File: src/rtl/nbg_pkg.sv
package nbg_pkg;

    typedef enum logic [2:0] {
        ST_IDLE,
        ST_FLASH_RD,
        ST_FLASH_WR,
        ST_REG_RD,
        ST_REG_WR
    } acc_state_e;

    typedef enum logic [1:0] {
        TGT_NONE,
        TGT_SLOT,
        TGT_REGS
    } target_e;

endpackage

File: src/rtl/nbg_addr_decode.sv
module nbg_addr_decode
    import nbg_pkg::*;
#(
    parameter int unsigned ADDR_W     = 25,
    parameter int unsigned SEL_LSB    = 22,
    parameter int unsigned SEL_W      = 3,
    parameter int unsigned SLOT_CODE0 = 2,
    parameter int unsigned REG_CODE   = 4,
    parameter int unsigned NUM_SLOTS  = 2,
    parameter int unsigned CLE_BIT    = 5,
    parameter int unsigned ALE_BIT    = 4,
    parameter int unsigned OFF_W      = 8,
    parameter int unsigned STATUS_OFF = 2,
    localparam int unsigned SLOT_W    = (NUM_SLOTS > 1) ? $clog2(NUM_SLOTS) : 1
) (
    input  logic [ADDR_W-1:0] addr,
    output target_e           target,
    output logic [SLOT_W-1:0] slot_idx,
    output logic              cle_req,
    output logic              ale_req,
    output logic              status_hit
);

    logic [SEL_W-1:0]     sel_field;
    logic [NUM_SLOTS-1:0] slot_hit;
    logic                 unused_addr;

    assign sel_field   = addr[SEL_LSB +: SEL_W];
    assign unused_addr = ^addr;

    // one comparator per flash slot, codes are consecutive from SLOT_CODE0
    for (genvar gi = 0; gi < NUM_SLOTS; gi++) begin : g_slot_cmp
        localparam logic [SEL_W-1:0] CODE_I = SEL_W'(SLOT_CODE0 + gi);
        assign slot_hit[gi] = (sel_field == CODE_I);
    end

    always_comb begin
        slot_idx = '0;
        for (int i = NUM_SLOTS - 1; i >= 0; i--) begin
            if (slot_hit[i]) slot_idx = SLOT_W'(i);
        end
    end

    always_comb begin
        if (|slot_hit)                          target = TGT_SLOT;
        else if (sel_field == SEL_W'(REG_CODE)) target = TGT_REGS;
        else                                    target = TGT_NONE;
    end

    assign cle_req    = addr[CLE_BIT];
    assign ale_req    = addr[ALE_BIT];
    assign status_hit = (addr[OFF_W-1:0] == OFF_W'(STATUS_OFF));

endmodule

File: src/rtl/nbg_rb_sync.sv
module nbg_rb_sync #(
    parameter int unsigned NUM_SLOTS = 2,
    parameter int unsigned STAGES    = 2
) (
    input  logic                 clk,
    input  logic                 rst_n,
    input  logic [NUM_SLOTS-1:0] rb_async,
    output logic [NUM_SLOTS-1:0] rb_sync
);

    for (genvar gi = 0; gi < NUM_SLOTS; gi++) begin : g_sync
        logic [STAGES-1:0] chain_q;
        always_ff @(posedge clk or negedge rst_n) begin
            if (!rst_n) chain_q <= '0;
            else        chain_q <= {chain_q[STAGES-2:0], rb_async[gi]};
        end
        assign rb_sync[gi] = chain_q[STAGES-1];
    end

endmodule

File: src/rtl/nbg_access_fsm.sv
module nbg_access_fsm
    import nbg_pkg::*;
#(
    parameter int unsigned NUM_SLOTS = 2,
    parameter int unsigned DATA_W    = 16,
    parameter int unsigned FLASH_W   = 8,
    localparam int unsigned SLOT_W   = (NUM_SLOTS > 1) ? $clog2(NUM_SLOTS) : 1
) (
    input  logic                 clk,
    input  logic                 rst_n,
    input  logic                 bus_cs_n,
    input  logic                 bus_rd_n,
    input  logic                 bus_wr_n,
    input  logic [DATA_W-1:0]    bus_wdata,
    input  target_e              target,
    input  logic [SLOT_W-1:0]    dec_slot,
    input  logic                 cle_req,
    input  logic                 ale_req,
    input  logic                 status_hit,
    input  logic                 ready_bit,
    input  logic [FLASH_W-1:0]   nand_din,
    output logic [SLOT_W-1:0]    last_slot,
    output logic [DATA_W-1:0]    bus_rdata,
    output logic [NUM_SLOTS-1:0] nand_ce_n,
    output logic                 nand_cle,
    output logic                 nand_ale,
    output logic                 nand_re_n,
    output logic                 nand_we_n,
    output logic [FLASH_W-1:0]   nand_dout,
    output logic                 nand_doe
);

    acc_state_e         state_q, state_d;
    logic [SLOT_W-1:0]  slot_q;
    logic               cle_q, ale_q, stat_q;
    logic [FLASH_W-1:0] wbyte_q;
    logic               unused_wdata;

    assign unused_wdata = ^bus_wdata;
    assign last_slot    = slot_q;

    // next-state decision from the live bus
    always_comb begin
        state_d = ST_IDLE;
        if (!bus_cs_n && (bus_rd_n != bus_wr_n)) begin
            unique case (target)
                TGT_SLOT: state_d = !bus_rd_n ? ST_FLASH_RD : ST_FLASH_WR;
                TGT_REGS: state_d = !bus_rd_n ? ST_REG_RD   : ST_REG_WR;
                default:  state_d = ST_IDLE;
            endcase
        end
    end

    // state register and the values captured alongside it
    always_ff @(posedge clk or negedge rst_n) begin
        if (!rst_n) begin
            state_q <= ST_IDLE;
            slot_q  <= '0;
            cle_q   <= 1'b0;
            ale_q   <= 1'b0;
            stat_q  <= 1'b0;
            wbyte_q <= '0;
        end else begin
            state_q <= state_d;
            cle_q   <= cle_req;
            ale_q   <= ale_req;
            stat_q  <= status_hit;
            wbyte_q <= bus_wdata[FLASH_W-1:0];
            if (state_d == ST_FLASH_RD || state_d == ST_FLASH_WR) slot_q <= dec_slot;
        end
    end

    // outputs from the current state
    always_comb begin
        nand_ce_n = '1;
        nand_re_n = 1'b1;
        nand_we_n = 1'b1;
        nand_cle  = 1'b0;
        nand_ale  = 1'b0;
        nand_doe  = 1'b0;
        nand_dout = '0;
        bus_rdata = '0;
        unique case (state_q)
            ST_FLASH_RD: begin
                nand_ce_n[slot_q] = 1'b0;
                nand_re_n         = 1'b0;
                bus_rdata         = {{(DATA_W-FLASH_W){1'b0}}, nand_din};
            end
            ST_FLASH_WR: begin
                nand_ce_n[slot_q] = 1'b0;
                nand_we_n         = 1'b0;
                nand_doe          = 1'b1;
                nand_dout         = wbyte_q;
                nand_cle          = cle_q;
                nand_ale          = ale_q & ~cle_q;
            end
            ST_REG_RD: begin
                if (stat_q) bus_rdata = {{(DATA_W-1){1'b0}}, ready_bit};
            end
            ST_REG_WR: begin
                bus_rdata = '0;
            end
            ST_IDLE: begin
                bus_rdata = '0;
            end
            default: begin
                bus_rdata = '0;
            end
        endcase
    end

endmodule

File: src/rtl/nbg_nand_glue.sv
module nbg_nand_glue
    import nbg_pkg::*;
#(
    parameter int unsigned ADDR_W     = 25,
    parameter int unsigned DATA_W     = 16,
    parameter int unsigned FLASH_W    = 8,
    parameter int unsigned NUM_SLOTS  = 2,
    parameter int unsigned SEL_LSB    = 22,
    parameter int unsigned SEL_W      = 3,
    parameter int unsigned SLOT_CODE0 = 2,
    parameter int unsigned REG_CODE   = 4,
    parameter int unsigned CLE_BIT    = 5,
    parameter int unsigned ALE_BIT    = 4,
    parameter int unsigned OFF_W      = 8,
    parameter int unsigned STATUS_OFF = 2,
    parameter int unsigned SYNC_STAGES = 2
) (
    input  logic                 clk,
    input  logic                 rst_n,
    input  logic                 bus_cs_n,
    input  logic                 bus_rd_n,
    input  logic                 bus_wr_n,
    input  logic [ADDR_W-1:0]    bus_addr,
    input  logic [DATA_W-1:0]    bus_wdata,
    output logic [DATA_W-1:0]    bus_rdata,
    output logic [NUM_SLOTS-1:0] nand_ce_n,
    output logic                 nand_cle,
    output logic                 nand_ale,
    output logic                 nand_re_n,
    output logic                 nand_we_n,
    output logic [FLASH_W-1:0]   nand_dout,
    output logic                 nand_doe,
    input  logic [FLASH_W-1:0]   nand_din,
    input  logic [NUM_SLOTS-1:0] nand_rb
);

    localparam int unsigned SLOT_W = (NUM_SLOTS > 1) ? $clog2(NUM_SLOTS) : 1;

    target_e              dec_target;
    logic [SLOT_W-1:0]    dec_slot;
    logic [SLOT_W-1:0]    last_slot;
    logic                 dec_cle, dec_ale, dec_status;
    logic [NUM_SLOTS-1:0] rb_sync;
    logic                 ready_bit;

    nbg_addr_decode #(
        .ADDR_W(ADDR_W), .SEL_LSB(SEL_LSB), .SEL_W(SEL_W),
        .SLOT_CODE0(SLOT_CODE0), .REG_CODE(REG_CODE), .NUM_SLOTS(NUM_SLOTS),
        .CLE_BIT(CLE_BIT), .ALE_BIT(ALE_BIT), .OFF_W(OFF_W), .STATUS_OFF(STATUS_OFF)
    ) decode_i (
        .addr      (bus_addr),
        .target    (dec_target),
        .slot_idx  (dec_slot),
        .cle_req   (dec_cle),
        .ale_req   (dec_ale),
        .status_hit(dec_status)
    );

    nbg_rb_sync #(
        .NUM_SLOTS(NUM_SLOTS), .STAGES(SYNC_STAGES)
    ) sync_i (
        .clk     (clk),
        .rst_n   (rst_n),
        .rb_async(nand_rb),
        .rb_sync (rb_sync)
    );

    assign ready_bit = rb_sync[last_slot];

    nbg_access_fsm #(
        .NUM_SLOTS(NUM_SLOTS), .DATA_W(DATA_W), .FLASH_W(FLASH_W)
    ) fsm_i (
        .clk       (clk),
        .rst_n     (rst_n),
        .bus_cs_n  (bus_cs_n),
        .bus_rd_n  (bus_rd_n),
        .bus_wr_n  (bus_wr_n),
        .bus_wdata (bus_wdata),
        .target    (dec_target),
        .dec_slot  (dec_slot),
        .cle_req   (dec_cle),
        .ale_req   (dec_ale),
        .status_hit(dec_status),
        .ready_bit (ready_bit),
        .nand_din  (nand_din),
        .last_slot (last_slot),
        .bus_rdata (bus_rdata),
        .nand_ce_n (nand_ce_n),
        .nand_cle  (nand_cle),
        .nand_ale  (nand_ale),
        .nand_re_n (nand_re_n),
        .nand_we_n (nand_we_n),
        .nand_dout (nand_dout),
        .nand_doe  (nand_doe)
    );

endmodule

File: config.mk
export PLATFORM = sky130hd
export DESIGN_NAME = nbg_nand_glue
export DESIGN_NICKNAME = d
export VERILOG_FILES = /design/src/rtl/nbg_pkg.sv /design/src/rtl/nbg_addr_decode.sv /design/src/rtl/nbg_rb_sync.sv /design/src/rtl/nbg_access_fsm.sv /design/src/rtl/nbg_nand_glue.sv
export SDC_FILE = /design/constraint.sdc
export NUM_CORES = 1
export LEC_CHECK = 0
export BUFFER_PORTS_ARGS = -buffer_cell sky130_fd_sc_hd__buf_2
export CORE_UTILIZATION = 31
export DETAILED_ROUTE_END_ITERATION = 10
export PLACE_DENSITY_LB_ADDON = 0.2
export SLEW_MARGIN = 20
export SYNTH_ARGS = -nofsm -noshare
export SYNTH_HDL_FRONTEND = slang
export SYNTH_SLANG_ARGS = --single-unit
File: constraint.sdc
create_clock -name clk -period 1 [get_ports clk]
set_input_delay 0.15 -clock clk [delete_from_list [all_inputs] [get_ports clk]]
set_output_delay 0.15 -clock clk [all_outputs]
set_load 0.02 [all_outputs]
==> reports/metrics.cfg <==
[setup_path]
reg2reg_depth=2
path_common_cell=buf_6
required_ns=0.85
ff2ff_setup_slack_ns=0.11
worst_r2r_endpoint=fsm_i.last_slot$_DFFE_PN0P_
cpPeakStageDelay_ns=0.44
cp-startpoint=fsm_i.state_q[2]$_DFF_PN0_
crit_arrival_ns=1.46
crit_end=nand_ale
start_kind=register
rr_startpoint=fsm_i.last_slot$_DFFE_PN0P_
cp.depth=5
crit_chain=nor3b_2 -> buf_6 -> inv_4 -> nor3b_4 -> buf_6
endpoint_kind=output port
crit_buf_inv=3
crit_family=flip-flops
critical_path.max_fanout=7
crit_path_top_delay_cell=dfrtp_1
path_class=reg -> out

[floorplanning]
rows=18
dieArea_um2=2950
fp.dieW_um=54.3
core-area_um2=2520
start_util_pct=33.6
dieHeight_um=54.3
ios=87

[routing]
routedWlPerCell_um=11.9
num_vias=815
drtIter0Drc=0
drtPass1Iterations=1
ant_nets=0
drc=0
routed_wl_um=2200
vias_per_cell=4.41

[sta]
fin_crit_sh_pct=161
max_freq_mhz=620
maxSlewViolCount=0
period_minus_slack_ns=1.61
finClkSkew_ns=0.000301
grt_setup_unrepaired=yes
setup_violations=23
tns_ns=-13.16
setup_ws_ns=-0.612
hold_violations=0

[global_routing]
grt_pass1_wl_um=2790
gr-usage-all-layers_pct=13.8
overflow=0
grt_pass1_vias=736
antenna_found_initial=0
grt_max_degree=20

[final_layout]
fillers=204
syn_to_final_growth_pct=90.1
instances_no_fill=185
design_area_um2=1610
layout-drive-gt1-share_pct=63.2
utilization_pct=63.8
fin_nets=212
register_area_um2=475
n_antenna_cell=0
multi_input_area_um2=385

[placement]
gp_congestion=0.635
placed_cell_area_um2=1220
port_buffers=56
dp_hpwl_um=1400
place_inst=164

[synthesis]
synth_area_per_cell_um2=11.9
synth_cell_type_count=25
syn_area_um2=847
synthCells=71
synth_area_leaders=dfrtp_1 (56%), and2_1 (12%), buf_4 (8.0%)
synth_top_cell_area_share_pct=56.1
yosysSeqAreaShare_pct=56.1
synth-seq-cells=19
ys_warn_count=0
synth.largest_area_cell=dfrtp_1

[clocking]
cts_root_buf=clkbuf_4
clockBufferDepth=2
cts_tree=done
insertion_delay_ns=0.28
clk_pin_slew_ns=0.10
cts.sinks=19
cts_buffers=3
htreeDepth=1

[outcome]
violations=negative setup slack
status=finished with violations

[power]
power.leakage_nw=0.811
ir_drop_mv=0.811
power.density_nw_per_um2=956
power_w=0.00154

[worst_hold_path]
hold_path.class=in -> reg

[run]
maxCapViolCount=0

## final cells by class
class | count | area share, %
Multi-Input combinational cell | 47 | 23.9
Inverter | 3 | 0.855
Timing Repair Buffer | 82 | 41.7
Tap cell | 30 | 2.33
Sequential cell | 19 | 29.5
Clock buffer | 4 | 1.63
## state kept, by name, indices dropped and copies added, names as in the netlist
name / flops
fsm_i.state_q: 3
fsm_i.cle_q: 1
fsm_i.last_slot: 1
fsm_i.ale_q: 1
fsm_i.wbyte_q: 8
sync_i.g_sync.chain_q: 4
fsm_i.stat_q: 1
## synthesized netlist by cell type
cell	instances
a2111oi_1	1
a21oi_1	1
a31oi_1	1
and2_1	16
and4b_1	1
buf_4	9
conb_1	1
dfrtp_1	19
inv_1	2
inv_2	1
mux2_2	2
nand2_1	1
nand2b_4	1
nand4b_1	1
nor2_1	2
nor2b_1	1
nor3_2	1
nor3b_1	2
nor3b_2	2
nor4_1	1
nor4b_1	1
o21ai_0	1
o21bai_1	1
or3b_1	1
xnor2_1	1
## routing by layer
metal / wire length (µm) / GRT usage [%] / up-vias
met3: 162 / 2.22 / 4
li1: - / - / 389
met1: 701 / 12.7 / 376
met5: 0 / 0 / -
met4: 35 / 7.69 / 0
met2: 1300 / 27.6 / 46
## per-stage QoR
stage	hold WS, ns	setup WS, ns
4_1_cts	0.0620	-0.606
6_report	0.0681	-0.612
3_5_place_dp	0.107	-0.293
5_1_grt	0.0670	-0.664
2_1_floorplan	-0.146	-0.219
3_3_place_gp	0.0997	-0.270
## cells by family (layout without fill, tap and decap cells)
kind of cell,after synthesis,in the layout,synth area share (%)
AND/OR/NAND/NOR,31,31,26.4
flip-flops,19,19,56.1
buffers and inverters,12,89,9.31
AO/OA/AOI/OAI,5,5,3.99
multiplexers,2,2,2.66
other,1,8,0.443
XOR/XNOR,1,1,1.03
## timing repair
item / 4_1_cts / 5_1_grt
pin swaps: 1 / 17
hold endpoints to repair: 31 / 0
hold buffers: 13 / 0
cloned: 0 / 1
setup buffers: 0 / 3
gates resized for setup: 32 / 39
endpoints found under the setup margin: 23 / 23
## cells in the final DEF, fill, tap and decap left out
cell | netlist | final
a2111oi_1 | 1 | 1
a21oi_1 | 1 | 1
a31oi_1 | 1 | 1
and2_4 | 0 | 16
and4b_1 | 1 | 1
buf_2 | 0 | 34
buf_4 | 9 | 6
buf_6 | 0 | 29
clkbuf_1 | 0 | 1
clkbuf_4 | 0 | 3
conb_1 | 1 | 8
dfrtp_1 | 19 | 19
dlygate4sd3_1 | 0 | 13
inv_1 | 2 | 2
inv_4 | 0 | 1
mux2_2 | 2 | 2
nand2_1 | 1 | 1
nand2b_4 | 1 | 1
nand4b_1 | 1 | 1
nor2_1 | 2 | 2
nor2b_1 | 1 | 1
nor3_2 | 1 | 1
nor3b_2 | 2 | 2
nor3b_4 | 0 | 2
nor4_1 | 1 | 1
nor4b_1 | 1 | 1
o21ai_1 | 0 | 1
o21bai_2 | 0 | 1
or3b_1 | 1 | 1
xnor2_1 | 1 | 1
## where the power goes
group | switching [W] | total, W | internal, W
combinational | 0.000147 | 0.000341 | 0.000195
sequential | 0.0000188 | 0.000828 | 0.000809
clock | 0.000215 | 0.000370 | 0.000155
total | 0.000381 | 0.00154 | 0.00116
## worst min path at each step
stage                     startpoint                                    end  slack (ns)  depth (start not counted)
after global routing        bus_cs_n             fsm_i.state_q[1]$_DFF_PN0_        0.07                          2
after floorplan                rst_n                  fsm_i.ale_q$_DFF_PN0_       -0.15                          0
after CTS                   bus_cs_n             fsm_i.state_q[1]$_DFF_PN0_        0.06                          2
after detailed placement       rst_n  sync_i.g_sync[0].chain_q[0]$_DFF_PN0_        0.11                          1
final                       bus_cs_n             fsm_i.state_q[1]$_DFF_PN0_        0.07                          2
after global placement         rst_n  sync_i.g_sync[0].chain_q[0]$_DFF_PN0_         0.1                          1
(Power assumes the default switching activity.)
